--- src/rtl/ram_window_decoder.sv ---
module ram_window_decoder #(
  parameter int          ADDR_W      = 32,
  parameter int          DATA_W      = 32,
  parameter int          OFF_W       = 23,
  parameter int          SLICE_W     = 20,
  parameter int          WIN_LSB     = 9,
  parameter logic [31:0] RESET_VALUE = 32'h0000_0B88
) (
  input  logic              clk,
  input  logic              rst_n,
  input  logic              reg_wr_en,
  input  logic [DATA_W-1:0] reg_wr_data,
  output logic [DATA_W-1:0] reg_rd_data,
  input  logic              cpu_valid,
  input  logic              cpu_write,
  input  logic [ADDR_W-1:0] cpu_addr,
  input  logic [DATA_W-1:0] cpu_wdata,
  output logic [DATA_W-1:0] cpu_rdata,
  input  logic [DATA_W-1:0] ram_rdata,
  output logic              ram_req,
  output logic              ram_we,
  output logic [OFF_W-1:0]  ram_addr,
  output logic [DATA_W-1:0] ram_wdata,
  output logic              cpu_bus_error,
  input  logic              dma_req,
  input  logic [ADDR_W-1:0] dma_addr,
  input  logic [ADDR_W-1:0] dma_len,
  output logic              dma_bus_error
);
  localparam int REGION_W = OFF_W - SLICE_W;
  localparam int LIMIT_W  = REGION_W + 1;
  localparam int SUM_W    = ADDR_W + 1;

  logic [DATA_W-1:0]  size_q;
  logic [2:0]         win;
  logic [LIMIT_W-1:0] mem_lim, hiz_lim, region;
  logic               seg_ok, access, in_ram, in_hiz;
  logic [SUM_W-1:0]   dma_end, mapped_bytes;

  assign win = size_q[WIN_LSB +: 3];

  always_comb begin
    case (win)
      3'd0:    begin mem_lim = LIMIT_W'(1); hiz_lim = LIMIT_W'(1); end
      3'd1:    begin mem_lim = LIMIT_W'(4); hiz_lim = LIMIT_W'(4); end
      3'd2:    begin mem_lim = LIMIT_W'(1); hiz_lim = LIMIT_W'(2); end
      3'd3:    begin mem_lim = LIMIT_W'(4); hiz_lim = LIMIT_W'(8); end
      3'd4:    begin mem_lim = LIMIT_W'(2); hiz_lim = LIMIT_W'(2); end
      3'd6:    begin mem_lim = LIMIT_W'(2); hiz_lim = LIMIT_W'(4); end
      default: begin mem_lim = LIMIT_W'(8); hiz_lim = LIMIT_W'(8); end
    endcase
  end

  assign seg_ok = (cpu_addr[ADDR_W-1 -: 3] == 3'b000 ||
                   cpu_addr[ADDR_W-1 -: 3] == 3'b100 ||
                   cpu_addr[ADDR_W-1 -: 3] == 3'b101) &&
                  (cpu_addr[ADDR_W-4:OFF_W] == '0);
  assign access = cpu_valid && seg_ok;
  assign region = {1'b0, cpu_addr[OFF_W-1:SLICE_W]};
  assign in_ram = region < mem_lim;
  assign in_hiz = !in_ram && (region < hiz_lim);

  assign ram_req   = access && in_ram;
  assign ram_we    = ram_req && cpu_write;
  assign ram_addr  = cpu_addr[OFF_W-1:0];
  assign ram_wdata = cpu_wdata;
  assign cpu_rdata = ram_req              ? ram_rdata :
                     (access && in_hiz)   ? '1        : '0;

  assign dma_end      = {1'b0, dma_addr} + {1'b0, dma_len};
  assign mapped_bytes = SUM_W'(mem_lim) << SLICE_W;

  assign reg_rd_data = size_q;

  always_ff @(posedge clk or negedge rst_n) begin
    if (!rst_n) begin
      size_q        <= DATA_W'(RESET_VALUE);
      cpu_bus_error <= 1'b0;
      dma_bus_error <= 1'b0;
    end else begin
      if (reg_wr_en) size_q <= reg_wr_data;
      cpu_bus_error <= access && !in_ram && !in_hiz;
      dma_bus_error <= dma_req && (dma_end >= mapped_bytes);
    end
  end

  AST_REG_STORE: assert property (@(posedge clk) disable iff (!rst_n)
    reg_wr_en |=> reg_rd_data == $past(reg_wr_data));
  AST_REG_HOLD: assert property (@(posedge clk) disable iff (!rst_n)
    !reg_wr_en |=> $stable(reg_rd_data));
  AST_ERR_AFTER_ACCESS: assert property (@(posedge clk) disable iff (!rst_n)
    cpu_bus_error |-> $past(cpu_valid));
  AST_ERR_NOT_RAM: assert property (@(posedge clk) disable iff (!rst_n)
    cpu_bus_error |-> !$past(ram_req));
  AST_WE_IS_WRITE: assert property (@(posedge clk) disable iff (!rst_n)
    ram_we |-> (cpu_write && cpu_valid));
  AST_DMA_ERR_CAUSE: assert property (@(posedge clk) disable iff (!rst_n)
    dma_bus_error |-> $past(dma_req));
endmodule

--- config.mk ---
export PLATFORM = sky130hd
export DESIGN_NAME = ram_window_decoder
export DESIGN_NICKNAME = d
export VERILOG_FILES = /design/src/rtl/ram_window_decoder.sv
export SDC_FILE = /design/constraint.sdc
export NUM_CORES = 1
export LEC_CHECK = 0
export ABC_AREA = 1
export BUFFER_PORTS_ARGS = -buffer_cell sky130_fd_sc_hd__buf_2
export CAP_MARGIN = 20
export CORE_AREA = 2 2 126 128
export CTS_BUF_LIST = sky130_fd_sc_hd__clkbuf_8
export CTS_CLUSTER_DIAMETER = 40
export DETAILED_ROUTE_END_ITERATION = 6
export DIE_AREA = 0 0 128 130
export PLACE_DENSITY_LB_ADDON = 0.15
export SYNTH_ARGS = -nofsm -noshare
export SYNTH_HDL_FRONTEND = slang
export SYNTH_SLANG_ARGS = --single-unit
--- constraint.sdc ---
create_clock -name clk -period 5.8 [get_ports clk]
set_clock_uncertainty 0.15 [all_clocks]
set_input_delay 0.87 -clock clk [delete_from_list [all_inputs] [get_ports clk]]
set_output_delay 0.87 -clock clk [all_outputs]
set_load 0.01 [all_outputs]
# After elaboration in Yosys (flattened, before gate mapping)
# Cells that the tools add are included.
# word_totals
ram_bits,0
mem_bits_ro,0
memories,0
latchBits,0
register_bits,34
out_inout_bits,123
wordCells,39
in_bits,198
# op_classes
n_shift,0
eq_ne,7
muxes,4
n_bitwise,0
n_lt_le_gt_ge,3
div,0
mul,0
reduce_logical,21
n_addsub,1
# ops
operator,n
32-bit 2-to-1 mux,2
32-bit by 32-bit adder with 33-bit output,1
33-bit by 24-bit greater-or-equal comparator with 1-bit output,1
4-bit one-hot mux with 3 select lines,2
"3-bit equality test, second input constant",4
2-bit OR reduction,5
1-bit logical AND,9
3-bit by 4-bit less-than comparator with 1-bit output,2
"3-bit by 2-bit equality test with 1-bit output, second input constant",2
3-bit zero test,2
6-bit zero test,1
"3-bit by 1-bit equality test with 1-bit output, second input constant",1
1-bit zero test,2
1-bit logical OR,2

# Logic depth before layout (Yosys ltp)
# depth
ltp_word,9
depth_mapped,23
mapped_depth_nobuf,23

# Worst setup path before layout
# OpenSTA, ideal clock, no wires.
# synth_path
path_kind,input port to flip-flop
startpoint,input dma_addr[0]
endpoint,register dma_bus_error
t_required_ps,5573
setup_ps,77
cell_stages,23
setup_slack_ps,2310
arrival_time_ps,3262
n_path_buf,0
cell_sequence,ha_1 fa_1 nand2_1 nand2_1 nand3_1 nand2_1 nand2_1 nand2_1 a31oi_1 xnor2_1 ha_1 nand2_1 inv_1 nand4_1 nor2_1 nand2_1 a21oi_1 nand3_1 nor2_1 nand2_1 nor2_1 nand3_1 a21oi_1
# synth_between
elab_chain_len,3
# synth_rtl
item,line_no,rtl
from (decl),26,"input logic [ADDR_W-1:0] dma_addr,"
32-bit by 32-bit adder with 33-bit output,70,"assign dma_end = {1'b0, dma_addr} + {1'b0, dma_len};"
33-bit by 24-bit greater-or-equal comparator with 1-bit output,83,dma_bus_error <= dma_req && (dma_end >= mapped_bytes);
1-bit logical AND,83,
to (signal assigned),83,
to (decl),28,output logic dma_bus_error
# Every way passes these cells.
# A chain may end at the register's enable or synchronous reset.

# Final worst setup path
# layout_path
startpoint,register size_q[9] (netlist: reg_rd_data[9])
endpoint,output cpu_rdata[16]
# layout_between
elab_chain_len,9
word_cells_on_any_way,21
classes_between,order compare: 2; eq/ne: 5; mux: 4; reduce/logical: 10
# layout_rtl
item,line_no,rtl
from (decl),34,logic [DATA_W-1:0] size_q;
from (signal assigned),77,size_q <= DATA_W'(RESET_VALUE);
from (signal assigned),81,if (reg_wr_en) size_q <= reg_wr_data;
"3-bit equality test, or another cell as far along",43,case (win)
2-bit OR reduction (no line),n/a,
4-bit one-hot mux with 3 select lines,43,
3-bit by 4-bit less-than comparator with 1-bit output,60,assign in_ram = region < mem_lim;
1-bit zero test,61,assign in_hiz = !in_ram && (region < hiz_lim);
1-bit logical AND,61,
1-bit logical AND,68,(access && in_hiz) ? '1 : '0;
32-bit 2-to-1 mux,68,
32-bit 2-to-1 mux *,67,assign cpu_rdata = ram_req ? ram_rdata :
to (decl),18,"output logic [DATA_W-1:0] cpu_rdata,"
# Mark *: on every way between the ends. The rest lies on a longest branch, timed or not.

==> results.toml <==
[clock_network]
inserted_clock_buffers = 5
htree_levels = 2
post-cts-setup-buffer-count = 0
cts_buffer_depth = 2
clkLatencyLatePin_ps = 280
ctsResizeCount = 0
cts_tree = "yes"
cts_root_buffer = "sky130_fd_sc_hd__clkbuf_8"
clock_sinks = 34
cts-hold-fix-buffers = 0
path_clk_slew_ps = 70

[worst_setup_path]
timing.critical_path.to_type = "primary output"
timing.critical_path.required_ps = 4780
worst_ep_arrival_time_ps = 2840
slowest_stage_cell_crit_path = "sky130_fd_sc_hd__inv_1"
cp_slowest_stage_delay_ps = 670
path_common_cell = "sky130_fd_sc_hd__nand2_1"
timing.critical_path.from_type = "flop"
critical_path_class = "flop to primary output"
worstPathCellList = "inv_1, nand2_1, ha_1, o31a_1, o211ai_1, nand3_1, inv_1, nand2_1, nand2_1, buf_2"
critical_path_peak_fanout = 33

[placement]
post-place-ws_ps = 1861
dp_hpwl_um = 13050
detailed_place.area_sq_um = 5490
buffer_ports.inserted = 216
gpl.final_weighted_congestion = 0.8735
dp.cells = 1085

[logic_synthesis]
simple_gate_portion_of_the_synthesized_area = 0.3520
netlist_top_cells_area = "sky130_fd_sc_hd__nand2_1 (22%), sky130_fd_sc_hd__dfrtp_1 (16%), sky130_fd_sc_hd__ha_1 (11%)"
syn-mean-instance-area_sq_um = 6.248
synth-compound-area-share = 0.06775
count_of_synthesis_stage_warnings_from_yosys = 0
synth.lib_cells_used.distinct = 42
synth-xor-area-share = 0.02456
syn_area_sq_um = 4636
proportion_of_synthesized_chip_area_in_sequential_cells = 0.1849
synth_top_family_by_area = "simple AND/OR/NAND/NOR gates"
synth_largest_type_area_fraction = 0.2219
synth_mux_area_frac = 0.07045
synthDominantAreaCellType = "sky130_fd_sc_hd__nand2_1"
register_bit_total_from_synthesis = 34
postSynthCellCount = 742
synth-adder-area-share = 0.1123
synth_net_count = 981

[timing]
timing.final.crit_share = 0.6651
post-route-worst-setup-slack_ps = 1942
final_period_minus_worst_setup_slack_ps = 3858
maxClockFrequency_ghz = 0.2592
setup_total_negative_slack_ps = 0
finalHoldViolCount = 0
worst_slew_margin_rel = 0.3995
report.final.slew_viol_count = 0
worst_slew_pin_slew_ps = 899.8
setup_viol_count_final = 0
grt_setup_unrepaired = "false"

[drt]
vias = 4916
route.detailed.vias_per_inst = 4.477
route.met2.wl_um = 7688
detailedRoute.firstIterationViolations = 190
drc = 0
detail-route-antenna-nets = 0
drt_first_pass_iters = 4
topRoutingLayerUsed = "met5"
wl_per_cell_um = 13.64
met3RoutedLength_um = 868
postRouteWirelength_um = 14970
detailed_route_wire_length_on_metal_1_um = 6129

[global_routing]
antenna_found_initial = 4
grt-ovfl-total = 0
grt_max_degree = 36
grt_pass1_vias = 4570
grt_pass1_wl_um = 23010
gr-usage-all-layers = 0.1751

[finish]
top_library_cells_by_usage_in_the_layout_fill_and_taps_aside = "sky130_fd_sc_hd__nand2_1 (274), sky130_fd_sc_hd__buf_2 (216), sky130_fd_sc_hd__inv_1 (106)"
drive_above_1_share = 0.3104
stdcell_area_sq_um = 5610
multiInputGateArea_sq_um = 2907
layout_commonest_cell = "sky130_fd_sc_hd__nand2_1"
area_growth_pct = 21.03
regArea_sq_um = 857.1
design.final.nets = 1140
fill_cells = 1719
instances_no_fill = 1098

[job]
max_cap_viol_count = 0

[die]
die_area_sq_um = 16640
boundaryPins = 321
floorplan.initialDensity = 0.3005
floorplan.die.height_um = 130
core.rowCount = 46
core_sq_um = 15420
die_outline_width_um = 128

[hold_path]
worstHoldPathType = "flop to flop"

[power_and_ir_drop]
power.density_cell_area_nw_per_um2 = 156.7
power.ir.vdd_worst_mv = 0.06924
static-leakage-power_nw = 3.445

[outcome]
outcome = "complete, no violations"
[power breakdown]
| part | internal [mW] | switching, mW |
|---|---|---|
| clock | 0.0955 | 0.0917 |
| combinational | 0.174 | 0.243 |
| sequential | 0.262 | 0.0122 |
[kinds of logic after synthesis]
group | count (synthesis)
buffers and inverters | 173
and+or+nand+nor | 399
adders and majority gates | 41
xor gates and xnor gates | 13
DFF | 34
AOI/OAI and AO/OA | 53
muxes | 29
[cells in the mapped netlist, drive strengths merged]
library cell and number:
a21oi 27, a31oi 4, and2 1, buf 63, clkbuf 2, clkinv 1
dfrtp 29, dfstp 5, fa 1, ha 40, inv 107, mux2 29
nand2 287, nand3 33, nand3b 1, nand4 6, nor2 59, nor3 7
nor4 2, nor4b 1, o211a 1, o211ai 1, o21a 1, o21ai 10
o21bai 5, o22ai 2, o31a 1, o41ai 1, or2 2, xnor2 8
xor2 5
[critical path: cells and delay by family (launching register included)]
family                   cells  cell delay, ps
AO/OA/AOI/OAI                2             300
adder cells (fa/ha/maj)      1             250
flip-flops                   1             590
buffers and inverters        3             910
AND/OR/NAND/NOR              4             490
[metrics by stage]
step / power, mW / hold WS (ps) / utilization
finish: 0.8792 / 352.4 / 0.3637
global route: 0.9627 / 370.4 / 0.3632
CTS: 0.8937 / 357.7 / 0.3621
detailed placement: 0.7001 / 340.2 / 0.3559
global placement: 0.7019 / 334.1 / 0.3559
floorplan: 0.5843 / 401.2 / -
[cell type report]
cell class / count / share of cell area
multi-input cells: 535 / 0.5181
repair buffers: 217 / 0.1954
flip-flops and latches: 34 / 0.1528
inverters: 108 / 0.07226
well taps: 192 / 0.04282
clock buffers: 6 / 0.01472
clock inverters: 2 / 0.002230
diodes: 4 / 0.001784
[flip-flops by register name (all words and copies together) (netlist names)]
name and flops:
cpu_bus_error 1, dma_bus_error 1, reg_rd_data 32
[layer usage]
metal / global-route usage / vias to the layer above
met5: 0 / -
met1: 0.1952 / 2144
met4: 0.03814 / 2
li1: - / 2590
met3: 0.02993 / 28
met2: 0.3466 / 152
[path summary, 6_finish.rpt]
check,slack [ps],to,cells past startpoint,from
min,350,reg_rd_data[17]$_DFFE_PN0P_,1,reg_rd_data[17]$_DFFE_PN0P_
max,1940,cpu_rdata[16],10,reg_rd_data[9]$_DFFE_PN1P_
max reg2reg,3530,dma_bus_error$_DFF_PN0_,14,reg_rd_data[9]$_DFFE_PN1P_
min reg2reg,350,reg_rd_data[17]$_DFFE_PN0P_,1,reg_rd_data[17]$_DFFE_PN0P_
min in group asynchronous,510,reg_rd_data[12]$_DFFE_PN0P_,1,rst_n
max in group asynchronous,4460,dma_bus_error$_DFF_PN0_,1,rst_n
Note: power is estimated with default switching activity, not from simulation.
